--- src/rtl/uart_irq_pkg.sv ---
package uart_irq_pkg;
   localparam int NUM_SRC = 8;
   localparam int SRC_LS   = 0;
   localparam int SRC_TO   = 1;
   localparam int SRC_RX   = 2;
   localparam int SRC_TX   = 3;
   localparam int SRC_MS   = 4;
   localparam int SRC_GPIO = 5;
   localparam int SRC_XS   = 6;
   localparam int SRC_FC   = 7;
   localparam logic [5:0] CODE_NONE = 6'h01;
   localparam logic [7:0] LS_MASK   = 8'h9E;

   function automatic logic [5:0] src_code(input logic [2:0] idx);
      case (idx)
         3'd0:    return 6'h06;
         3'd1:    return 6'h0C;
         3'd2:    return 6'h04;
         3'd3:    return 6'h02;
         3'd4:    return 6'h00;
         3'd5:    return 6'h30;
         3'd6:    return 6'h10;
         default: return 6'h20;
      endcase
   endfunction
endpackage

--- src/rtl/uart_char_timer.sv ---
module uart_char_timer #(
   parameter int CHAR_GAPS  = 4,
   parameter int EXTRA_BITS = 12
) (
   input  logic       clk,
   input  logic       rst_n,
   input  logic       tick,
   input  logic       rx_nonempty,
   input  logic       rx_push,
   input  logic       rhr_rd,
   input  logic [1:0] wlen,
   input  logic       par,
   input  logic       stop2,
   output logic       to_pend
);
   localparam int MAX_LIM = CHAR_GAPS * 12 + EXTRA_BITS;
   localparam int CNT_W   = $clog2(MAX_LIM + 1);

   logic [3:0]       char_bits;
   logic [CNT_W-1:0] limit;
   logic [CNT_W-1:0] cnt;
   logic             restart;

   always_comb begin
      char_bits = 4'd7 + {2'b00, wlen} + {3'b000, par} + {3'b000, stop2};
      limit     = CNT_W'(CHAR_GAPS) * CNT_W'(char_bits) + CNT_W'(EXTRA_BITS);
      restart   = !rx_nonempty || rx_push || rhr_rd;
   end

   always_ff @(posedge clk) begin
      if (!rst_n) begin
         cnt     <= '0;
         to_pend <= 1'b0;
      end else begin
         if (rhr_rd)
            to_pend <= 1'b0;
         else if (!restart && tick && cnt == limit - CNT_W'(1))
            to_pend <= 1'b1;
         if (restart)
            cnt <= '0;
         else if (tick && cnt < limit)
            cnt <= cnt + CNT_W'(1);
      end
   end


   to_clr_chk: assert property (@(posedge clk) disable iff (!rst_n)
      rhr_rd |=> !to_pend);
endmodule

--- src/rtl/uart_irq_prio.sv ---
module uart_irq_prio #(
   parameter int N = 8
) (
   input  logic [N-1:0] req,
   output logic [N-1:0] grant,
   output logic         any
);
   always_comb begin
      grant = req & (~req + N'(1));
      any   = |req;
   end
endmodule

--- src/rtl/uart_irq_sources.sv ---
module uart_irq_sources
   import uart_irq_pkg::*;
#(
   parameter int FIFO_AW      = 7,
   parameter int GPIO_W       = 4,
   parameter bit TX_TRIG_MODE = 1'b1
) (
   input  logic               clk,
   input  logic               rst_n,
   input  logic [7:0]         lsr_flags,
   input  logic [FIFO_AW-1:0] rx_level,
   input  logic [FIFO_AW-1:0] rx_trig,
   input  logic [FIFO_AW-1:0] tx_level,
   input  logic [FIFO_AW-1:0] tx_trig,
   input  logic               thr_wr,
   input  logic               isr_rd_tx,
   input  logic               isr_rd_xs,
   input  logic [3:0]         msr_chg,
   input  logic               msr_rd,
   input  logic               auto_cts,
   input  logic               cts_in,
   input  logic               auto_rts,
   input  logic               rts_lvl,
   input  logic [GPIO_W-1:0]  gpio_in,
   input  logic               io_rd,
   input  logic               xoff_det,
   input  logic               xon_det,
   input  logic               spec_det,
   output logic               ls_p,
   output logic               rx_p,
   output logic               tx_p,
   output logic               ms_p,
   output logic               gpio_p,
   output logic               xoff_p,
   output logic               spec_p,
   output logic               cts_p,
   output logic               rts_p
);
   logic              tx_cond, tx_prev, cts_prev, rts_prev;
   logic [GPIO_W-1:0] gpio_prev;
   logic              tx_set, cts_set, rts_set, gpio_set;

   generate
      if (TX_TRIG_MODE) begin : g_tx_trig
         assign tx_cond = (tx_level <= tx_trig);
      end else begin : g_tx_empty
         assign tx_cond = (tx_level == '0);
      end
   endgenerate

   always_comb begin
      ls_p     = |(lsr_flags & LS_MASK);
      rx_p     = (rx_level >= rx_trig);
      tx_set   = tx_cond && !tx_prev;
      cts_set  = auto_cts && cts_in && !cts_prev;
      rts_set  = auto_rts && rts_lvl && !rts_prev;
      gpio_set = |(gpio_in ^ gpio_prev);
   end

   always_ff @(posedge clk) begin
      if (!rst_n) begin
         tx_prev   <= 1'b0;
         cts_prev  <= 1'b0;
         rts_prev  <= 1'b0;
         gpio_prev <= '0;
         tx_p      <= 1'b0;
         ms_p      <= 1'b0;
         gpio_p    <= 1'b0;
         xoff_p    <= 1'b0;
         spec_p    <= 1'b0;
         cts_p     <= 1'b0;
         rts_p     <= 1'b0;
      end else begin
         tx_prev   <= tx_cond;
         cts_prev  <= cts_in;
         rts_prev  <= rts_lvl;
         gpio_prev <= gpio_in;
         if (tx_set) tx_p <= 1'b1;
         else if (thr_wr || isr_rd_tx) tx_p <= 1'b0;
         if (|msr_chg) ms_p <= 1'b1;
         else if (msr_rd) ms_p <= 1'b0;
         if (cts_set) cts_p <= 1'b1;
         else if (msr_rd) cts_p <= 1'b0;
         if (rts_set) rts_p <= 1'b1;
         else if (msr_rd) rts_p <= 1'b0;
         if (gpio_set) gpio_p <= 1'b1;
         else if (io_rd) gpio_p <= 1'b0;
         if (xoff_det) xoff_p <= 1'b1;
         else if (xon_det) xoff_p <= 1'b0;
         if (spec_det) spec_p <= 1'b1;
         else if (isr_rd_xs) spec_p <= 1'b0;
      end
   end


   tx_set_wins_chk: assert property (@(posedge clk) disable iff (!rst_n)
      (tx_cond && !tx_prev) |=> tx_p);

   xoff_hold_chk: assert property (@(posedge clk) disable iff (!rst_n)
      (xoff_p && !xon_det) |=> xoff_p);

   ms_clr_chk: assert property (@(posedge clk) disable iff (!rst_n)
      (msr_rd && msr_chg == 4'b0000) |=> !ms_p);

   gpio_clr_chk: assert property (@(posedge clk) disable iff (!rst_n)
      (io_rd && gpio_in == gpio_prev) |=> !gpio_p);
endmodule

--- src/rtl/uart_irq_ctrl.sv ---
module uart_irq_ctrl
   import uart_irq_pkg::*;
#(
   parameter int FIFO_AW      = 7,
   parameter int GPIO_W       = 4,
   parameter bit TX_TRIG_MODE = 1'b1,
   parameter int CHAR_GAPS    = 4,
   parameter int EXTRA_BITS   = 12
) (
   input  logic               clk,
   input  logic               rst_n,
   input  logic               ier_we,
   input  logic [7:0]         ier_wdata,
   input  logic               enh_en,
   input  logic               isr_rd,
   output logic [5:0]         isr_code,
   output logic               irq,
   input  logic [7:0]         lsr_flags,
   input  logic [FIFO_AW-1:0] rx_level,
   input  logic [FIFO_AW-1:0] rx_trig,
   input  logic               rx_push,
   input  logic               rhr_rd,
   input  logic               baud_tick,
   input  logic [1:0]         cfg_wlen,
   input  logic               cfg_par,
   input  logic               cfg_stop2,
   input  logic [FIFO_AW-1:0] tx_level,
   input  logic [FIFO_AW-1:0] tx_trig,
   input  logic               thr_wr,
   input  logic [3:0]         msr_chg,
   input  logic               msr_rd,
   input  logic               auto_cts,
   input  logic               cts_in,
   input  logic               auto_rts,
   input  logic               rts_lvl,
   input  logic [GPIO_W-1:0]  gpio_in,
   input  logic               io_rd,
   input  logic               xoff_det,
   input  logic               xon_det,
   input  logic               spec_det
);
   generate
      if (FIFO_AW < 2) begin : g_bad_aw
         $error("FIFO_AW must be at least 2");
      end
      if (GPIO_W < 1) begin : g_bad_gpio
         $error("GPIO_W must be at least 1");
      end
      if (CHAR_GAPS < 1) begin : g_bad_gaps
         $error("CHAR_GAPS must be at least 1");
      end
   endgenerate

   logic [7:0]         ier_q, eff_ier;
   logic [NUM_SRC-1:0] en_pend, grant;
   logic               any_p;
   logic ls_p, rx_p, tx_p, ms_p, gpio_p, xoff_p, spec_p, cts_p, rts_p, to_p;

   always_ff @(posedge clk) begin
      if (!rst_n)      ier_q <= 8'h00;
      else if (ier_we) ier_q <= ier_wdata;
   end

   uart_char_timer #(.CHAR_GAPS(CHAR_GAPS), .EXTRA_BITS(EXTRA_BITS)) u_timer (
      .clk(clk), .rst_n(rst_n), .tick(baud_tick), .rx_nonempty(rx_level != '0),
      .rx_push(rx_push), .rhr_rd(rhr_rd), .wlen(cfg_wlen), .par(cfg_par),
      .stop2(cfg_stop2), .to_pend(to_p));

   uart_irq_sources #(.FIFO_AW(FIFO_AW), .GPIO_W(GPIO_W), .TX_TRIG_MODE(TX_TRIG_MODE)) u_src (
      .clk(clk), .rst_n(rst_n), .lsr_flags(lsr_flags), .rx_level(rx_level),
      .rx_trig(rx_trig), .tx_level(tx_level), .tx_trig(tx_trig), .thr_wr(thr_wr),
      .isr_rd_tx(isr_rd && grant[SRC_TX]), .isr_rd_xs(isr_rd && grant[SRC_XS]),
      .msr_chg(msr_chg), .msr_rd(msr_rd), .auto_cts(auto_cts), .cts_in(cts_in),
      .auto_rts(auto_rts), .rts_lvl(rts_lvl), .gpio_in(gpio_in), .io_rd(io_rd),
      .xoff_det(xoff_det), .xon_det(xon_det), .spec_det(spec_det),
      .ls_p(ls_p), .rx_p(rx_p), .tx_p(tx_p), .ms_p(ms_p), .gpio_p(gpio_p),
      .xoff_p(xoff_p), .spec_p(spec_p), .cts_p(cts_p), .rts_p(rts_p));

   always_comb begin
      eff_ier           = {ier_q[7:5] & {3{enh_en}}, ier_q[4:0]};
      en_pend[SRC_LS]   = ls_p && eff_ier[2];
      en_pend[SRC_TO]   = to_p && eff_ier[0];
      en_pend[SRC_RX]   = rx_p && eff_ier[0];
      en_pend[SRC_TX]   = tx_p && eff_ier[1];
      en_pend[SRC_MS]   = ms_p && eff_ier[3];
      en_pend[SRC_GPIO] = gpio_p && eff_ier[4];
      en_pend[SRC_XS]   = (xoff_p || spec_p) && eff_ier[5];
      en_pend[SRC_FC]   = (rts_p && eff_ier[6]) || (cts_p && eff_ier[7]);
   end

   uart_irq_prio #(.N(NUM_SRC)) u_prio (.req(en_pend), .grant(grant), .any(any_p));

   always_comb begin
      isr_code = CODE_NONE;
      for (int i = 0; i < NUM_SRC; i++)
         if (grant[i]) isr_code = src_code(3'(i));
      irq = any_p;
   end


   irq_code_chk: assert property (@(posedge clk) disable iff (!rst_n)
      irq == (isr_code != CODE_NONE));

   ls_first_chk: assert property (@(posedge clk) disable iff (!rst_n)
      (eff_ier[2] && |(lsr_flags & LS_MASK)) |-> isr_code == 6'h06);
endmodule

--- config.mk ---
export PLATFORM = sky130hd
export DESIGN_NAME = uart_irq_ctrl
export DESIGN_NICKNAME = d
export VERILOG_FILES = /design/src/rtl/uart_irq_pkg.sv /design/src/rtl/uart_char_timer.sv /design/src/rtl/uart_irq_prio.sv /design/src/rtl/uart_irq_sources.sv /design/src/rtl/uart_irq_ctrl.sv
export SDC_FILE = /design/constraint.sdc
export NUM_CORES = 1
export LEC_CHECK = 0
export ABC_AREA = 1
export CAP_MARGIN = 20
export CORE_MARGIN = 4
export CORE_UTILIZATION = 45
export CTS_CLUSTER_SIZE = 40
export DETAILED_ROUTE_END_ITERATION = 8
export PLACE_DENSITY = 0.82
export SLEW_MARGIN = 15
export SYNTH_ARGS = -nofsm -noshare
export SYNTH_HDL_FRONTEND = slang
export SYNTH_HIERARCHICAL = 1
export SYNTH_SLANG_ARGS = --single-unit
--- constraint.sdc ---
create_clock -name clk -period 5.8 [get_ports clk]
set_input_delay 0.87 -clock clk [delete_from_list [all_inputs] [get_ports clk]]
set_output_delay 0.87 -clock clk [all_outputs]
set_load 0.01 [all_outputs]
==> impl_metrics.py <==
metrics = {
    "run": {
        "maxCapViolations": 0,
    },
    "global_routing": {
        "grt_usage_pct": 16.41,
        "first_global_vias": 2083,
        "grt_max_degree": 23,
        "grt_overflow": 0,
        "antenna_found_initial": 0,
        "grt_first_pass_wirelength_um": 8217,
    },
    "synthesis": {
        "yosys-top-cells-count": "inv_1 (71), nand2_1 (64), nor2_1 (45), dfxtp_1 (29), ha_1 (25)",
        "yosys-mux-area-fraction_pct": 0,
        "syn_nets": 431,
        "netlist-cell-type-count": 31,
        "ys_seq_area_share_pct": 26.70,
        "synth_top_area_share_pct": 26.70,
        "yosys_most_used_dff": "dfxtp_1",
        "synth_top_family_by_area": "simple AND/OR/NAND/NOR gates",
        "syn_avg_cell_area_um2": 6.570,
        "synth_compound_area_share_pct": 7.825,
        "synthTopCellsByArea": "dfxtp_1 (27%), ha_1 (14%), inv_1 (12%), nand2_1 (11%), nor2_1 (7.8%)",
        "synth_adder_area_share_pct": 15.30,
        "yosys_register_bits": 29,
        "ys_warn_count": 6,
        "synth-xor-area-share_pct": 1.611,
        "syn_area_um2": 2175,
        "synth_simple_gate_area_share_pct": 34.46,
        "ys_async_sr_fraction_pct": 0,
        "yosysMostFrequentCell": "inv_1",
        "synth_cells": 331,
        "synth_top_cell_by_area": "dfxtp_1",
        "synth-edff-count": 0,
    },
    "floorplan": {
        "die_x_um": 77.52,
        "die-area_um2": 6009,
        "start_util_pct": 46.35,
        "design.core.area_um2": 4692,
        "row_count": 25,
        "die_h_um": 77.52,
        "ioPinCount": 81,
    },
    "power_and_ir_drop": {
        "peakVddDrop_mv": 0.1398,
        "powerDensity_nw_per_um2": 177.0,
        "total_power_mw": 0.5449,
        "leakage_nw": 1.555,
    },
    "clocking": {
        "clock_latency_ns": 0.28,
        "htree_levels": 2,
        "clock-root-buffer": "clkbuf_8",
        "cts_hold_buf": 0,
        "tritoncts": "built",
        "cts.clk_slew.worst_paths_ns": 0.06,
        "cts-buffers-inserted": 5,
        "cts_resized": 0,
        "cts_setup_buffers": 0,
        "cts_max_path_buffers": 2,
        "cts.sinks": 29,
    },
    "final_layout": {
        "antenna_cells": 0,
        "syn_to_final_growth_pct": 41.54,
        "fin_nets": 513,
        "n_fill_cell": 407,
        "drive_above_1_share_pct": 7.246,
    },
    "hold_path": {
        "hp-class": "flop to flop",
        "hold_end": "u_timer/to_pend",
        "min-delay-start": "u_timer/to_pend",
        "holdPathStages": 2,
    },
    "drt": {
        "viasPerCell": 4.716,
        "drc_errors": 0,
        "wire_per_inst_um": 10.34,
        "antenna_left": 0,
        "vias": 2207,
        "wl_um": 4839,
        "drt_iter0_markers": 73,
        "dr.pass1.iters": 4,
    },
    "sta": {
        "finalHoldViolCount": 0,
        "setup_viol": 0,
        "worst-slew-pin-transition_ns": 0.7622,
        "finClkSkew_ns": 0.003225,
        "period_share_pct": 73.68,
        "slew-limit-headroom_pct": 49.03,
        "grt_setup_unrepaired": "false",
        "post-route-min-period_ns": 4.273,
        "drv_slew": 0,
        "fmax_mhz": 234.0,
        "setup_tns_ns": 0,
    },
    "critical_path": {
        "r2r-end": "u_timer/cnt[2]",
        "r2r_cells": 9,
        "worst_setup_path_end_kind": "output port",
        "path_class": "input pin to output port",
        "r2r_setup_slack_ns": 4.28,
        "path_max_fanout": 3,
        "r2r_start": "u_timer/cnt[3]",
        "cp.required_ns": 4.93,
        "arrival_ns": 3.40,
        "startpoint_type": "input pin",
    },
    "placed_design": {
        "port_buffers": 77,
        "dp_hpwl_um": 4057,
        "place_congestion": 0.7994,
    },
    "outcome": {
        "run_status": "completed",
    },
}
-- cells by family after synthesis --
kind of cell / Yosys count
AND/OR/NAND/NOR: 163
buffers and inverters: 78
AO/OA/AOI/OAI: 31
flip-flops: 29
adder cells (fa/ha/maj): 26
XOR/XNOR: 4
-- placed cells by master (no fill, tap or decap) --
| master | n |
|---|---|
| clkdlybuf4s50_1 | 77 |
| inv_1 | 71 |
| nand2_1 | 64 |
| nor2_1 | 45 |
| dfxtp_1 | 29 |
| ha_1 | 25 |
| nand3_1 | 19 |
| o21ai_0 | 13 |
| a21oi_1 | 12 |
| nor2_2 | 6 |
| inv_2 | 5 |
| clkbuf_8 | 5 |
| nand4_1 | 5 |
| nand2_2 | 5 |
| nor3_1 | 4 |
| xnor2_1 | 4 |
| nand3b_1 | 4 |
| nand3_2 | 3 |
| nor3b_1 | 3 |
| clkinv_2 | 2 |
| o211a_1 | 1 |
| clkinvlp_4 | 1 |
| nor2_4 | 1 |
| a211oi_1 | 1 |
| nor4_1 | 1 |
| o21bai_1 | 1 |
| or2_1 | 1 |
| a31oi_1 | 1 |
| o21ai_1 | 1 |
| and2_1 | 1 |
| a21oi_2 | 1 |
| nor3b_2 | 1 |
| fa_1 | 1 |
-- final cells by class --
type                            instances  area, µm²  area share [%]
Inverter                               76      285.3           9.268
Timing Repair Buffer                   77      770.7           25.04
Clock inverter                          3      17.52          0.5691
Sequential cell                        29      580.6           18.86
Clock buffer                            5      68.82           2.236
Multi-Input combinational cell        224       1287           41.83
Tap cell                               54      67.56           2.195
-- worst max-delay path by stage --
stage	cells after the start	slack, ns	from	endpoint
CTS	16	1.50	rx_trig[4]	isr_code[3]
finish	16	1.53	rx_trig[4]	isr_code[3]
global route	16	1.22	rx_trig[4]	isr_code[2]
floorplan	17	2.51	cfg_wlen[0]	u_timer/cnt[2]
detailed placement	16	1.51	rx_level[0]	isr_code[3]
global placement	16	1.54	rx_level[0]	isr_code[3]
-- stage by stage --
stage	area, µm²	instances	utilization (%)	setup slack, ns	hold WS, ns
6_report	3078	468	65.60	1.527	0.4607
5_1_grt	3078	468	65.60	1.218	0.4874
4_1_cts	3078	468	65.60	1.499	0.4622
3_5_place_dp	2992	460	63.76	1.514	0.4516
3_3_place_gp	2992	460	63.76	1.541	0.4519
2_1_floorplan	2175	331	-	2.510	0.4384
-- per-layer routing --
layer / vias to the layer above / wire, µm / global-route usage, %
li1: 1188 / - / -
met1: 956 / 2231 / 18.18
met2: 61 / 2260 / 29.79
met3: 2 / 305 / 4.524
met4: 0 / 42 / 5.872
met5: - / 0 / 0
-- power by group --
part           switching, mW  internal [mW]
clock network         0.0762         0.0825
logic                 0.0793         0.0920
registers            0.00506          0.210
total                  0.161          0.384
-- flip-flops by register name, summed over array words and instances (netlist names) --
register and cells:
ier_q 8, u_src/cts_p 1, u_src/cts_prev 1, u_src/gpio_p 1
u_src/gpio_prev 4, u_src/ms_p 1, u_src/rts_p 1, u_src/rts_prev 1
u_src/spec_p 1, u_src/tx_p 1, u_src/tx_prev 1, u_src/xoff_p 1
u_timer/cnt 6, u_timer/to_pend 1
-- worst max-delay path: stages --
cell and delay (ns):
clkdlybuf4s50_1 0.45, inv_1 0.04, ha_1 0.28, a21oi_1 0.15, nor2_1 0.05, a211oi_1 0.16, o21ai_0 0.11, nand2_1 0.08
inv_1 0.05, nor2_2 0.15, nand3_2 0.10, nor2_1 0.21, nor2_2 0.07, nand3_1 0.11, nor2_1 0.05, clkdlybuf4s50_1 0.47
Note: power is estimated with default switching activity, not from simulation.
